### config.mk
export PLATFORM = sky130hd
export DESIGN_NAME = spi_word_master
export DESIGN_NICKNAME = d
export VERILOG_FILES = /design/src/rtl/spi_word_pkg.sv /design/src/rtl/spi_frame_builder.sv /design/src/rtl/spi_bit_select.sv /design/src/rtl/spi_rx_shift.sv /design/src/rtl/spi_seq_fsm.sv /design/src/rtl/spi_word_master.sv
export SDC_FILE = /design/constraint.sdc
export NUM_CORES = 1
export LEC_CHECK = 0
export BUFFER_PORTS_ARGS = -buffer_cell sky130_fd_sc_hd__buf_4
export CAP_MARGIN = 20
export CORE_UTILIZATION = 41
export CTS_CLUSTER_SIZE = 8
export DETAILED_ROUTE_END_ITERATION = 16
export GPL_ROUTABILITY_DRIVEN = 0
export SLEW_MARGIN = 25
export SYNTH_ARGS = -nofsm -noshare
export SYNTH_HDL_FRONTEND = slang
export SYNTH_SLANG_ARGS = --single-unit
### constraint.sdc
create_clock -name clk -period 3.7 [get_ports clk]
set_clock_uncertainty 0.05 [all_clocks]
set_input_delay 0.74 -clock clk [delete_from_list [all_inputs] [get_ports clk]]
set_output_delay 0.74 -clock clk [all_outputs]
set_load 0.01 [all_outputs]
### src/rtl/spi_word_pkg.sv
package spi_word_pkg;

    typedef enum logic [2:0] {
        ST_IDLE,
        ST_LEAD,
        ST_HIGH,
        ST_LOW,
        ST_TAIL,
        ST_DONE
    } seq_state_e;

    localparam logic [7:0] CMD_READ  = 8'h03;
    localparam logic [7:0] CMD_WRITE = 8'h02;

endpackage

### src/rtl/spi_frame_builder.sv
module spi_frame_builder
    import spi_word_pkg::*;
#(
    parameter int CMD_W  = 8,
    parameter int ADDR_W = 16,
    parameter int DATA_W = 16,
    localparam int FRAME_W = CMD_W + ADDR_W + DATA_W
) (
    input  logic               clk,
    input  logic               rst_n,
    input  logic               load,
    input  logic               is_write,
    input  logic [ADDR_W-1:0]  addr,
    input  logic [DATA_W-1:0]  wdata,
    output logic [FRAME_W-1:0] frame
);

    logic [CMD_W-1:0]  cmd_field;
    logic [DATA_W-1:0] data_field;

    always_comb begin
        cmd_field  = is_write ? CMD_W'(CMD_WRITE) : CMD_W'(CMD_READ);
        data_field = is_write ? wdata : '0;
    end

    always_ff @(posedge clk) begin
        if (!rst_n) begin
            frame <= '0;
        end else if (load) begin
            frame <= {cmd_field, addr, data_field};
        end
    end

endmodule

### src/rtl/spi_bit_select.sv
module spi_bit_select #(
    parameter int FRAME_W = 40,
    localparam int CNT_W  = $clog2(FRAME_W)
) (
    input  logic [FRAME_W-1:0] frame,
    input  logic [CNT_W-1:0]   idx,
    input  logic               enable,
    output logic               bit_out
);

    logic [FRAME_W-1:0] hit;

    for (genvar i = 0; i < FRAME_W; i++) begin : g_slot
        assign hit[i] = (idx == CNT_W'(i)) & frame[FRAME_W-1-i];
    end

    assign bit_out = enable & (|hit);

endmodule

### src/rtl/spi_rx_shift.sv
module spi_rx_shift #(
    parameter int DATA_W   = 16,
    parameter int NUM_DEST = 2,
    localparam int SEL_W   = (NUM_DEST > 1) ? $clog2(NUM_DEST) : 1
) (
    input  logic                            clk,
    input  logic                            rst_n,
    input  logic                            shift_en,
    input  logic [SEL_W-1:0]                dest,
    input  logic                            bit_in,
    output logic [NUM_DEST-1:0][DATA_W-1:0] words
);

    for (genvar g = 0; g < NUM_DEST; g++) begin : g_dest
        logic [DATA_W-1:0] word_q;

        always_ff @(posedge clk) begin
            if (!rst_n) begin
                word_q <= '0;
            end else if (shift_en && (dest == SEL_W'(g))) begin
                word_q <= {word_q[DATA_W-2:0], bit_in};
            end
        end

        assign words[g] = word_q;
    end

endmodule

### src/rtl/spi_seq_fsm.sv
module spi_seq_fsm
    import spi_word_pkg::*;
#(
    parameter int FRAME_W  = 40,
    parameter int RX_START = 24,
    localparam int CNT_W   = $clog2(FRAME_W)
) (
    input  logic             clk,
    input  logic             rst_n,
    input  logic             start,
    output logic             load,
    output logic             sclk,
    output logic             csb,
    output logic             tx_enable,
    output logic             capture_slot,
    output logic             done,
    output logic             busy,
    output logic [CNT_W-1:0] bit_idx
);

    localparam logic [CNT_W-1:0] LAST_BIT = CNT_W'(FRAME_W - 1);
    localparam logic [CNT_W-1:0] RX_FIRST = CNT_W'(RX_START);

    seq_state_e       state_q, state_d;
    logic [CNT_W-1:0] cnt_q, cnt_d;

    always_ff @(posedge clk) begin
        if (!rst_n) begin
            state_q <= ST_IDLE;
            cnt_q   <= '0;
        end else begin
            state_q <= state_d;
            cnt_q   <= cnt_d;
        end
    end

    always_comb begin
        state_d = state_q;
        cnt_d   = cnt_q;
        unique case (state_q)
            ST_IDLE: begin
                if (start) begin
                    state_d = ST_LEAD;
                    cnt_d   = '0;
                end
            end
            ST_LEAD: state_d = ST_HIGH;
            ST_HIGH: begin
                if (cnt_q == LAST_BIT) begin
                    state_d = ST_TAIL;
                end else begin
                    state_d = ST_LOW;
                    cnt_d   = cnt_q + 1'b1;
                end
            end
            ST_LOW:  state_d = ST_HIGH;
            ST_TAIL: state_d = ST_DONE;
            ST_DONE: state_d = ST_IDLE;
            default: state_d = ST_IDLE;
        endcase
    end

    always_comb begin
        load         = 1'b0;
        sclk         = 1'b0;
        csb          = 1'b1;
        tx_enable    = 1'b0;
        capture_slot = 1'b0;
        done         = 1'b0;
        busy         = 1'b1;
        unique case (state_q)
            ST_IDLE: begin
                busy = 1'b0;
                load = start;
            end
            ST_LEAD: begin
                csb       = 1'b0;
                tx_enable = 1'b1;
            end
            ST_HIGH: begin
                csb          = 1'b0;
                sclk         = 1'b1;
                tx_enable    = 1'b1;
                capture_slot = (cnt_q >= RX_FIRST);
            end
            ST_LOW: begin
                csb       = 1'b0;
                tx_enable = 1'b1;
            end
            ST_TAIL: csb  = 1'b0;
            ST_DONE: done = 1'b1;
            default: busy = 1'b0;
        endcase
    end

    assign bit_idx = cnt_q;

endmodule

### src/rtl/spi_word_master.sv
module spi_word_master #(
    parameter int CMD_W  = 8,
    parameter int ADDR_W = 16,
    parameter int DATA_W = 16
) (
    input  logic              clk,
    input  logic              rst_n,
    input  logic              req_valid,
    input  logic              req_write,
    input  logic              req_fetch,
    input  logic [ADDR_W-1:0] req_addr,
    input  logic [DATA_W-1:0] req_wdata,
    output logic              busy,
    output logic              done,
    output logic [DATA_W-1:0] instr_word,
    output logic [DATA_W-1:0] data_word,
    output logic              csb,
    output logic              sclk,
    output logic              mosi,
    input  logic              miso
);

    localparam int FRAME_W  = CMD_W + ADDR_W + DATA_W;
    localparam int CNT_W    = $clog2(FRAME_W);
    localparam int RX_START = CMD_W + ADDR_W;
    localparam int DEST_N   = 2;

    logic               load;
    logic               tx_enable;
    logic               capture_slot;
    logic [CNT_W-1:0]   bit_idx;
    logic [FRAME_W-1:0] frame;
    logic               write_q;
    logic               fetch_q;
    logic [DEST_N-1:0][DATA_W-1:0] words;

    always_ff @(posedge clk) begin
        if (!rst_n) begin
            write_q <= 1'b0;
            fetch_q <= 1'b0;
        end else if (load) begin
            write_q <= req_write;
            fetch_q <= req_fetch;
        end
    end

    spi_seq_fsm #(
        .FRAME_W  (FRAME_W),
        .RX_START (RX_START)
    ) u_seq (
        .clk          (clk),
        .rst_n        (rst_n),
        .start        (req_valid),
        .load         (load),
        .sclk         (sclk),
        .csb          (csb),
        .tx_enable    (tx_enable),
        .capture_slot (capture_slot),
        .done         (done),
        .busy         (busy),
        .bit_idx      (bit_idx)
    );

    spi_frame_builder #(
        .CMD_W  (CMD_W),
        .ADDR_W (ADDR_W),
        .DATA_W (DATA_W)
    ) u_frame (
        .clk      (clk),
        .rst_n    (rst_n),
        .load     (load),
        .is_write (req_write),
        .addr     (req_addr),
        .wdata    (req_wdata),
        .frame    (frame)
    );

    spi_bit_select #(
        .FRAME_W (FRAME_W)
    ) u_select (
        .frame   (frame),
        .idx     (bit_idx),
        .enable  (tx_enable),
        .bit_out (mosi)
    );

    spi_rx_shift #(
        .DATA_W   (DATA_W),
        .NUM_DEST (DEST_N)
    ) u_rx (
        .clk      (clk),
        .rst_n    (rst_n),
        .shift_en (capture_slot & ~write_q),
        .dest     (~fetch_q),
        .bit_in   (miso),
        .words    (words)
    );

    assign instr_word = words[0];
    assign data_word  = words[1];

endmodule

# ---- Yosys cells after proc, flatten, opt, wreduce, memory -nomap -nowiden
# Index checks and enable logic that the tools add are counted.
# Widths: inputs -> output; s select.
dict set report op_classes {
  order_cmp 1
  addsub 1
  mux 15
  n_eq_ne 46
  bitwise 44
  n_reduce_logical 11
}
# cell n
set op_table {}
lappend op_table {{$eq 6x5->1 const B} 16}
lappend op_table {{$eq 6x4->1 const B} 8}
lappend op_table {{$eq 6x6->1 const B} 8}
lappend op_table {{$and 1x1->1} 42}
lappend op_table {{$reduce_or 40->1} 1}
lappend op_table {{$eq 6x3->1 const B} 4}
lappend op_table {{$mux 16} 1}
lappend op_table {{$eq 6x2->1 const B} 2}
lappend op_table {{$mux 6} 2}
lappend op_table {{$pmux 3 s4} 1}
lappend op_table {{$pmux 6 s2} 1}
lappend op_table {{$mux 1} 8}
lappend op_table {{$add 6x1->6 const B} 1}
lappend op_table {{$eq 3x2->1 const B} 2}
lappend op_table {{$eq 3x3->1 const B} 2}
lappend op_table {{$eq 6x1->1 const B} 1}
lappend op_table {{$ge 6x5->1 const B} 1}
lappend op_table {{$logic_not 6->1} 1}
lappend op_table {{$mux 3} 2}
lappend op_table {{$reduce_or 5->1} 1}
lappend op_table {{$ne 2x2->1 const B} 2}
lappend op_table {{$reduce_or 4->1} 1}
lappend op_table {{$eq 3x1->1 const B} 1}
lappend op_table {{$logic_not 3->1} 1}
lappend op_table {{other kinds (6)} 8}
dict set report word_totals {
  wordCells 125
  register_bits 83
  input_bits 38
  output_inout_bits 37
}

# ---- Depth between registers and ports, before layout
# Gate-level depths: netlist (run 1).
dict set report logic_depth {
  word_depth 4
  depth_mapped 8
  ltp_nobuf 7
}

# ---- Modules after synthesis
# From an unflattened synthesis (run 1), not the netlist that was laid out.
dict set report unflattened {
  cells_unflattened 381
  hier_area_um2 3688.5
}
# mod instances cells_per_inst seq_area_each_um2 area_per_inst_um2
set by_module_without_submodules {}
lappend by_module_without_submodules {spi_frame_builder 1 135 680.7 1368.8}
lappend by_module_without_submodules {spi_rx_shift 1 107 640.6 1182.4}
lappend by_module_without_submodules {spi_seq_fsm 1 68 180.2 559.3}
lappend by_module_without_submodules {spi_bit_select 1 63 0.0 495.5}
lappend by_module_without_submodules {spi_word_master 1 8 40.0 82.6}

# ---- Worst setup path after synthesis (run 1)
# Ideal clock, no wire load.
dict set report synth_path {
  path_type {register to output}
  startpoint {register u_seq.cnt_q[0], in the netlist u_seq.bit_idx[0]}
  endpoint {output port mosi}
  path_slack_ns 1.180
  path_buffers 1
  arrival_ns 1.730
  path_stages_with_launch 9
  required_time_ns 2.910
  cell_sequence {dfxtp_1 > inv_1 > ha_1 > clkbuf_1 > a222oi_1 > nand3_1 > a311oi_1 > nor4_1 > a22o_1}
}
dict set report synth_between {
  elab_chain_cells 4
  elab_cells_between_ends 82
  classes_between {eq/ne: 39; bitwise: 41; reduce/logical: 2}
}
# element line_no
set synth_rtl {}
lappend synth_rtl {{from (decl)} spi_seq_fsm.sv:25} ;# logic [CNT_W-1:0] cnt_q, cnt_d;
lappend synth_rtl {{from (signal assigned)} spi_seq_fsm.sv:33} ;# cnt_q <= cnt_d;
lappend synth_rtl {{$eq 6x1->1, or another cell as far along} spi_bit_select.sv:14} ;# assign hit[i] = (idx == CNT_W'(i)) & frame[FRAME_W-1-i];
lappend synth_rtl {{$and 1x1->1} spi_bit_select.sv:14}
lappend synth_rtl {{$reduce_or 40->1 (*)} spi_bit_select.sv:17} ;# assign bit_out = enable & (|hit);
lappend synth_rtl {{$and 1x1->1 (*)} spi_bit_select.sv:17}
lappend synth_rtl {{to (decl)} spi_word_master.sv:19} ;# output logic mosi,
# Every way passes the cells marked *; elsewhere a longest branch is shown, timed or not.

# ---- Worst setup path in the final report (run 1)
# Same ends and word-level chain as after synthesis.

==> results of run 1 <==
==> power by group <==
group	internal (W)	switching, W
logic	0.0000711	0.0000715
clock network	0.000329	0.000290
registers	0.000856	0.0000222
==> placed cells by master (no fill, tap or decap), types with 3 or more instances in the layout <==
| cell | n |
|---|---|
| dfxtp_1 | 77 |
| a222oi_1 | 4 |
| mux2i_1 | 17 |
| o21ai_0 | 3 |
| and2_1 | 3 |
| a21oi_1 | 8 |
| nand2b_1 | 3 |
| nand3_1 | 5 |
| a22o_1 | 17 |
| nor2_1 | 10 |
| ha_1 | 4 |
| nand2_1 | 81 |
| nor2b_1 | 17 |
| xor2_1 | 5 |
| a22oi_1 | 4 |
| inv_1 | 5 |
| buf_4 | 77 |
| clkbuf_8 | 10 |
| a21boi_0 | 35 |
==> metrics by stage <==
stage | std cells | util (%) | setup slack, ns | cell area, µm² | hold slack (ns)
floorplan | 350 | - | 1.180 | 3222 | 0.3921
global placement | 501 | 51.55 | 0.9292 | 3819 | 0.4061
detailed placement | 501 | 51.55 | 0.7987 | 3819 | 0.4096
CTS | 517 | 54.15 | 0.4542 | 4011 | 0.4197
global route | 517 | 54.15 | 0.3504 | 4011 | 0.4399
finish | 517 | 54.15 | 0.4807 | 4011 | 0.4156
==> cells by family (layout without fill, tap and decap cells) <==
| kind of cell | Yosys count | in the layout | synth area share [%] |
|---|---|---|---|
| buffers and inverters | 30 | 98 | 4.039 |
| DFF | 77 | 77 | 47.84 |
| and+or+nand+nor | 135 | 135 | 19.92 |
| muxes | 19 | 19 | 6.330 |
| xor gates and xnor gates | 5 | 5 | 1.359 |
| AOI/OAI and AO/OA | 80 | 80 | 18.95 |
| adders and majority gates | 4 | 4 | 1.553 |
==> flip-flops by register name (all words and copies together), names as in the netlist <==
name	count
u_rx.g_dest.word_q	32
write_q	1
fetch_q	1
u_seq.bit_idx	6
u_frame.frame	34
u_seq.state_q	3
==> layer usage <==
layer / global-route usage (%) / wire length (µm) / up-vias
met5: 0 / 0 / -
met4: 6.317 / 65 / 0
met3: 4.209 / 417 / 6
met2: 25.88 / 3126 / 65
met1: 24.08 / 3352 / 1190
li1: - / - / 1336
==> layout make-up <==
class                   count  area (µm²)
clock buffers              12       145.1
inverters                   5       18.77
clock inverters             4       47.55
multi-input cells         243        1556
fillers                   685        3397
well taps                  99       123.9
repair buffers             77       578.1
flip-flops and latches     77        1541
==> worst min path at each step <==
stage	end	slack [ns]	cells past startpoint
after global routing	u_rx.g_dest[0].word_q[15]	0.44	2
after floorplan	u_frame.frame[33]	0.39	1
after CTS	u_frame.frame[17]	0.42	2
after detailed placement	u_frame.frame[17]	0.41	2
after global placement	u_rx.g_dest[0].word_q[15]	0.41	2
final	u_frame.frame[17]	0.42	2
==> critical path: stages (launching register included) <==
cell      delay (ns)
dfxtp_1         0.41
inv_1           0.10
ha_1            0.30
a222oi_1        0.38
nand3_1         0.13
a311oi_1        0.30
nor4_1          0.07
a22o_1          0.25
buf_4           0.14
==> impl_metrics.sql, run 1 <==
INSERT INTO impl_metrics (metric_group, metric, value, unit) VALUES
('clock_tree', 'clk_pin_slew', '0.07', 'ns'),
('yosys', 'synth_seq_area_share', '47.84', '%'),
('worst_setup_path', 'crit_start', 'u_seq.bit_idx[0]', ''),
('yosys', 'netlist_top_cells_area', 'dfxtp_1 (48%), nand2_1 (9.4%), a21boi_0 (8.2%), mux2i_1 (5.3%), a22o_1 (4.6%)', ''),
('clock_tree', 'tritoncts', 'yes', ''),
('drt', 'drcViolationCount', '0', ''),
('worst_setup_path', 'worstSetupStartpointType', 'register', ''),
('run_status', 'run_status', 'finished, final reports clean', ''),
('worst_setup_path', 'cp.arrival', '2.43', 'ns'),
('worst_setup_path', 'timing.reg2reg.setup_slack', '1.54', 'ns'),
('drt', 'drt_iter0_drc', '99', ''),
('die', 'core-area', '7408', 'µm²'),
('cells_and_area', 'antenna_fix_cells', '0', ''),
('worst_setup_path', 'crit_required', '2.91', 'ns'),
('global_routing', 'track_usage', '17.31', '%'),
('timing', 'finalMaxSlewViolations', '0', ''),
('cells_and_area', 'drive_gt1_share', '23.21', '%'),
('yosys', 'async_reset_ff_share', '0', '%'),
('yosys', 'synthDistinctLibCells', '44', ''),
('clock_tree', 'cts-htree-levels', '3', ''),
('yosys', 'average_footprint_of_a_synthesized_cell', '9.205', 'µm²'),
('global_routing', 'initial_antenna_violation_count', '0', ''),
('timing', 'timing.fmax', '310.6', 'MHz'),
('drt', 'routed_via_density', '5.023', ''),
('worst_setup_path', 'critical_path.endpoint_type', 'output port', ''),
('die', 'core.rowCount', '31', ''),
('global_routing', 'first_pass_grt_wire_length', '11.47', 'mm'),
('clock_tree', 'postCtsHoldBufs', '0', ''),
('power', 'power.density', '408.7', 'nW/µm²'),
('run', 'cap_violations', '0', ''),
('clock_tree', 'postCtsResizedCells', '0', ''),
('die', 'io_pins', '75', ''),
('worst_setup_path', 'rr_startpoint', 'u_seq.state_q[1]', ''),
('global_routing', 'grt_max_degree', '59', ''),
('die', 'floorplan.initialDensity', '43.49', '%'),
('clock_tree', 'clock_tree.buffer_depth', '2', ''),
('drt', 'drtAntennaViolNets', '0', ''),
('die', 'fp.dieArea', '8217', 'µm²'),
('yosys', 'synthFlopType', 'dfxtp_1', ''),
('power', 'power_leakage', '1.534', 'nW'),
('placed_design', 'io_buffers', '74', ''),
('clock_tree', 'cts.repair_timing.setup_buffer_count', '0', ''),
('yosys', 'yosys_top_cell_by_area', 'dfxtp_1', ''),
('worst_setup_path', 'rr_endpoint', 'u_rx.g_dest[0].word_q[9]', ''),
('die', 'chip_height', '90.65', 'µm'),
('worst_setup_path', 'r2r.worst_path.cells', '5', ''),
('yosys', 'postSynthCellCount', '350', ''),
('yosys', 'ys_top_cells_by_count', 'nand2_1 (81), dfxtp_1 (77), a21boi_0 (35)', ''),
('die', 'die_width', '90.65', 'µm'),
('worst_setup_path', 'worst-setup-path-type', 'register to output port', ''),
('placed_design', 'place.detailed.hpwl', '4.704', 'mm'),
('clock_tree', 'clk_root_buffer_cell', 'clkbuf_8', ''),
('power', 'power.ir.vdd_worst', '0.0002060', 'V'),
('clock_tree', 'numClockSinks', '77', ''),
('timing', 'finalHoldViolations', '0', ''),
('yosys', 'synth_seq_cells', '77', ''),
('timing', 'grt_setup_unrepaired', 'no', ''),
('power', 'finalPower', '0.001639', 'W'),
('clock_tree', 'insertion_delay', '0.34', 'ns'),
('cells_and_area', 'area_growth_syn_to_layout', '24.50', '%'),
('drt', 'route.detailed.wl_per_inst', '13.46', 'µm'),
('timing', 'final.setup.tns', '0', 'ns'),
('timing', 'finalWorstPathRequiredPeriod', '3.219', 'ns'),
('global_routing', 'aggregate_global_routing_overflow', '0', ''),
('yosys', 'synth.top_cell.area_share', '47.84', '%'),
('yosys', 'syn_area', '3222', 'µm²'),
('yosys', 'syn_nets', '392', ''),
('drt', 'first_pass_iters', '6', ''),
('timing', 'final-setup-viol-count', '0', ''),
('worst_hold_path', 'min_delay_src', 'u_frame.frame[17]', ''),
('drt', 'via_count', '2597', ''),
('yosys', 'synth_edf_count', '0', ''),
('clock_tree', 'tritoncts.num_buffers', '9', ''),
('yosys', 'synthMostInstantiatedCell', 'nand2_1', ''),
('timing', 'min_period_over_period', '87.01', '%'),
('yosys', 'synth.yosys.warnings', '0', ''),
('timing', 'max-slew-margin-rel', '43.88', '%'),
('drt', 'wl', '6.961', 'mm'),
('cells_and_area', 'finish.net_count', '455', ''),
('timing', 'worst_slew_pin_slew', '0.8393', 'ns'),
('global_routing', 'vias_in_the_first_global_route', '2331', ''),
('worst_setup_path', 'crit_path_end', 'mosi', ''),
('worst_hold_path', 'holdCritPathClass', 'register to register', ''),
('worst_setup_path', 'critical_path_peak_fanout', '7', '');
Note: power is estimated with default switching activity, not from simulation.
==> run 2, diff against run 1 <==
CTS_CLUSTER_SIZE = 20   (was 8)
MAX_ROUTING_LAYER = met4   (was not set)
==> impl_metrics.sql, run 2 (synthesized netlist as in run 1, its figures left out) <==
INSERT INTO impl_metrics (metric_group, metric, value, unit) VALUES
('drt', 'drtAntennaViolNets', '0', ''),
('clock_tree', 'clock_tree.buffer_depth', '2', ''),
('clock_tree', 'insertion_delay', '0.34', 'ns'),
('power', 'finalPower', '0.001640', 'W'),
('timing', 'final-setup-viol-count', '0', ''),
('cells_and_area', 'fillerInstances', '685', ''),
('die', 'io_pins', '75', ''),
('drt', 'routed_via_density', '5.017', ''),
('global_routing', 'grt_max_degree', '59', ''),
('worst_setup_path', 'critical_path_peak_fanout', '7', ''),
('worst_hold_path', 'holdCritPathClass', 'register to register', ''),
('die', 'chip_height', '90.65', 'µm'),
('cells_and_area', 'area_growth_syn_to_layout', '24.50', '%'),
('placed_design', 'io_buffers', '74', ''),
('die', 'die_width', '90.65', 'µm'),
('drt', 'drcViolationCount', '0', ''),
('drt', 'route.detailed.wl_per_inst', '13.51', 'µm'),
('cells_and_area', 'mostFrequentLayoutCell', 'nand2_1', ''),
('worst_setup_path', 'worstSetupStartpointType', 'register', ''),
('die', 'fp.dieArea', '8217', 'µm²'),
('power', 'power.density', '408.9', 'nW/µm²'),
('global_routing', 'track_usage', '17.77', '%'),
('cells_and_area', 'antenna_fix_cells', '0', ''),
('clock_tree', 'tritoncts.num_buffers', '9', ''),
('worst_setup_path', 'cp.arrival', '2.43', 'ns'),
('timing', 'finalMaxSlewViolations', '0', ''),
('die', 'core.rowCount', '31', ''),
('cells_and_area', 'layout_common_cells', 'nand2_1 (81), dfxtp_1 (77), buf_4 (77), a21boi_0 (35)', ''),
('timing', 'worst_slew_pin_slew', '0.8346', 'ns'),
('clock_tree', 'postCtsHoldBufs', '0', ''),
('timing', 'finalWorstPathRequiredPeriod', '3.219', 'ns'),
('drt', 'first_pass_iters', '5', ''),
('worst_setup_path', 'critical_path.endpoint_type', 'output port', ''),
('global_routing', 'initial_antenna_violation_count', '0', ''),
('run_status', 'run_status', 'finished, final reports clean', ''),
('clock_tree', 'clk_root_buffer_cell', 'clkbuf_8', ''),
('clock_tree', 'cts.repair_timing.setup_buffer_count', '0', ''),
('timing', 'finalHoldViolations', '0', ''),
('cells_and_area', 'largest_register_ffs', '34', ''),
('power', 'power.ir.vdd_worst', '0.0002061', 'V'),
('drt', 'wl', '6.986', 'mm'),
('clock_tree', 'tritoncts', 'yes', ''),
('clock_tree', 'cts-htree-levels', '3', ''),
('worst_setup_path', 'crit_required', '2.91', 'ns'),
('cells_and_area', 'finish.net_count', '455', ''),
('cells_and_area', 'register_with_the_most_flip_flops', 'u_frame.frame', ''),
('cells_and_area', 'drive_gt1_share', '23.21', '%'),
('global_routing', 'aggregate_global_routing_overflow', '0', ''),
('timing', 'max-slew-margin-rel', '44.19', '%'),
('clock_tree', 'numClockSinks', '77', ''),
('worst_setup_path', 'worst-setup-path-type', 'register to output port', ''),
('die', 'floorplan.initialDensity', '43.49', '%'),
('global_routing', 'vias_in_the_first_global_route', '2326', ''),
('clock_tree', 'postCtsResizedCells', '0', ''),
('global_routing', 'first_pass_grt_wire_length', '11.46', 'mm'),
('timing', 'final.setup.tns', '0', 'ns'),
('timing', 'timing.fmax', '310.6', 'MHz'),
('die', 'core-area', '7408', 'µm²'),
('clock_tree', 'clk_pin_slew', '0.07', 'ns'),
('timing', 'min_period_over_period', '87.00', '%'),
('power', 'power_leakage', '1.534', 'nW'),
('drt', 'via_count', '2594', ''),
('timing', 'grt_setup_unrepaired', 'no', ''),
('placed_design', 'place.detailed.hpwl', '4.704', 'mm'),
('drt', 'drt_iter0_drc', '98', ''),
('run', 'cap_violations', '0', '');
## run 2: layer usage
metal | up-vias | share of wire, % | wire length (µm) | track usage (%)
met4 | 0 | 0.97 | 68 | 4.704
met5 | - | 0 | 0 | -
met1 | 1191 | 50 | 3467 | 24.19
li1 | 1335 | - | - | -
met2 | 62 | 44 | 3080 | 25.95
met3 | 6 | 5.3 | 370 | 4.798
## run 2: path summary, 6_finish.rpt
check                                  startpoint                       end  slack [ns]  cells past startpoint
worst max-delay path             u_seq.bit_idx[0]                      mosi        0.48                      8
worst min-delay path            u_frame.frame[17]         u_frame.frame[17]        0.42                      2
worst max register to register   u_seq.state_q[1]  u_rx.g_dest[0].word_q[9]        1.52                      5
worst min register to register  u_frame.frame[17]         u_frame.frame[17]        0.42                      2
## run 2: per-stage QoR
stage               cell area, µm²  util (%)  cells  hold WS, ns  setup slack [ns]
floorplan                     3222         -    350       0.3921             1.180
global placement              3819     51.55    501       0.4061            0.9292
detailed placement            3819     51.55    501       0.4096            0.7987
CTS                           4011     54.15    517       0.4197            0.4542
global route                  4011     54.15    517       0.4399            0.3468
finish                        4011     54.15    517       0.4169            0.4809
## run 2: area by class of cell
type	instances	area (µm²)	area share [%]
sequential	77	1541	38.43
timing repair buffer	77	578.1	14.41
clock inverter	4	47.55	1.185
clock buffer	12	145.1	3.618
inverter	5	18.77	0.4679
tap	99	123.9	3.088
multi-input combinational	243	1556	38.80
## run 2: worst max-delay path: stages (launching register included)
cell      delay, ns
dfxtp_1        0.41
inv_1          0.10
ha_1           0.30
a222oi_1       0.38
nand3_1        0.13
a311oi_1       0.30
nor4_1         0.07
a22o_1         0.25
buf_4          0.14
## run 2: power breakdown
part	switching (W)	total, W	leakage (nW)	internal [W]
Clock	0.000291	0.000620	0.0964	0.000329
Combinational	0.0000713	0.000142	0.813	0.0000711
Sequential	0.0000224	0.000878	0.625	0.000856
Total	0.000385	0.00164	1.53	0.00126
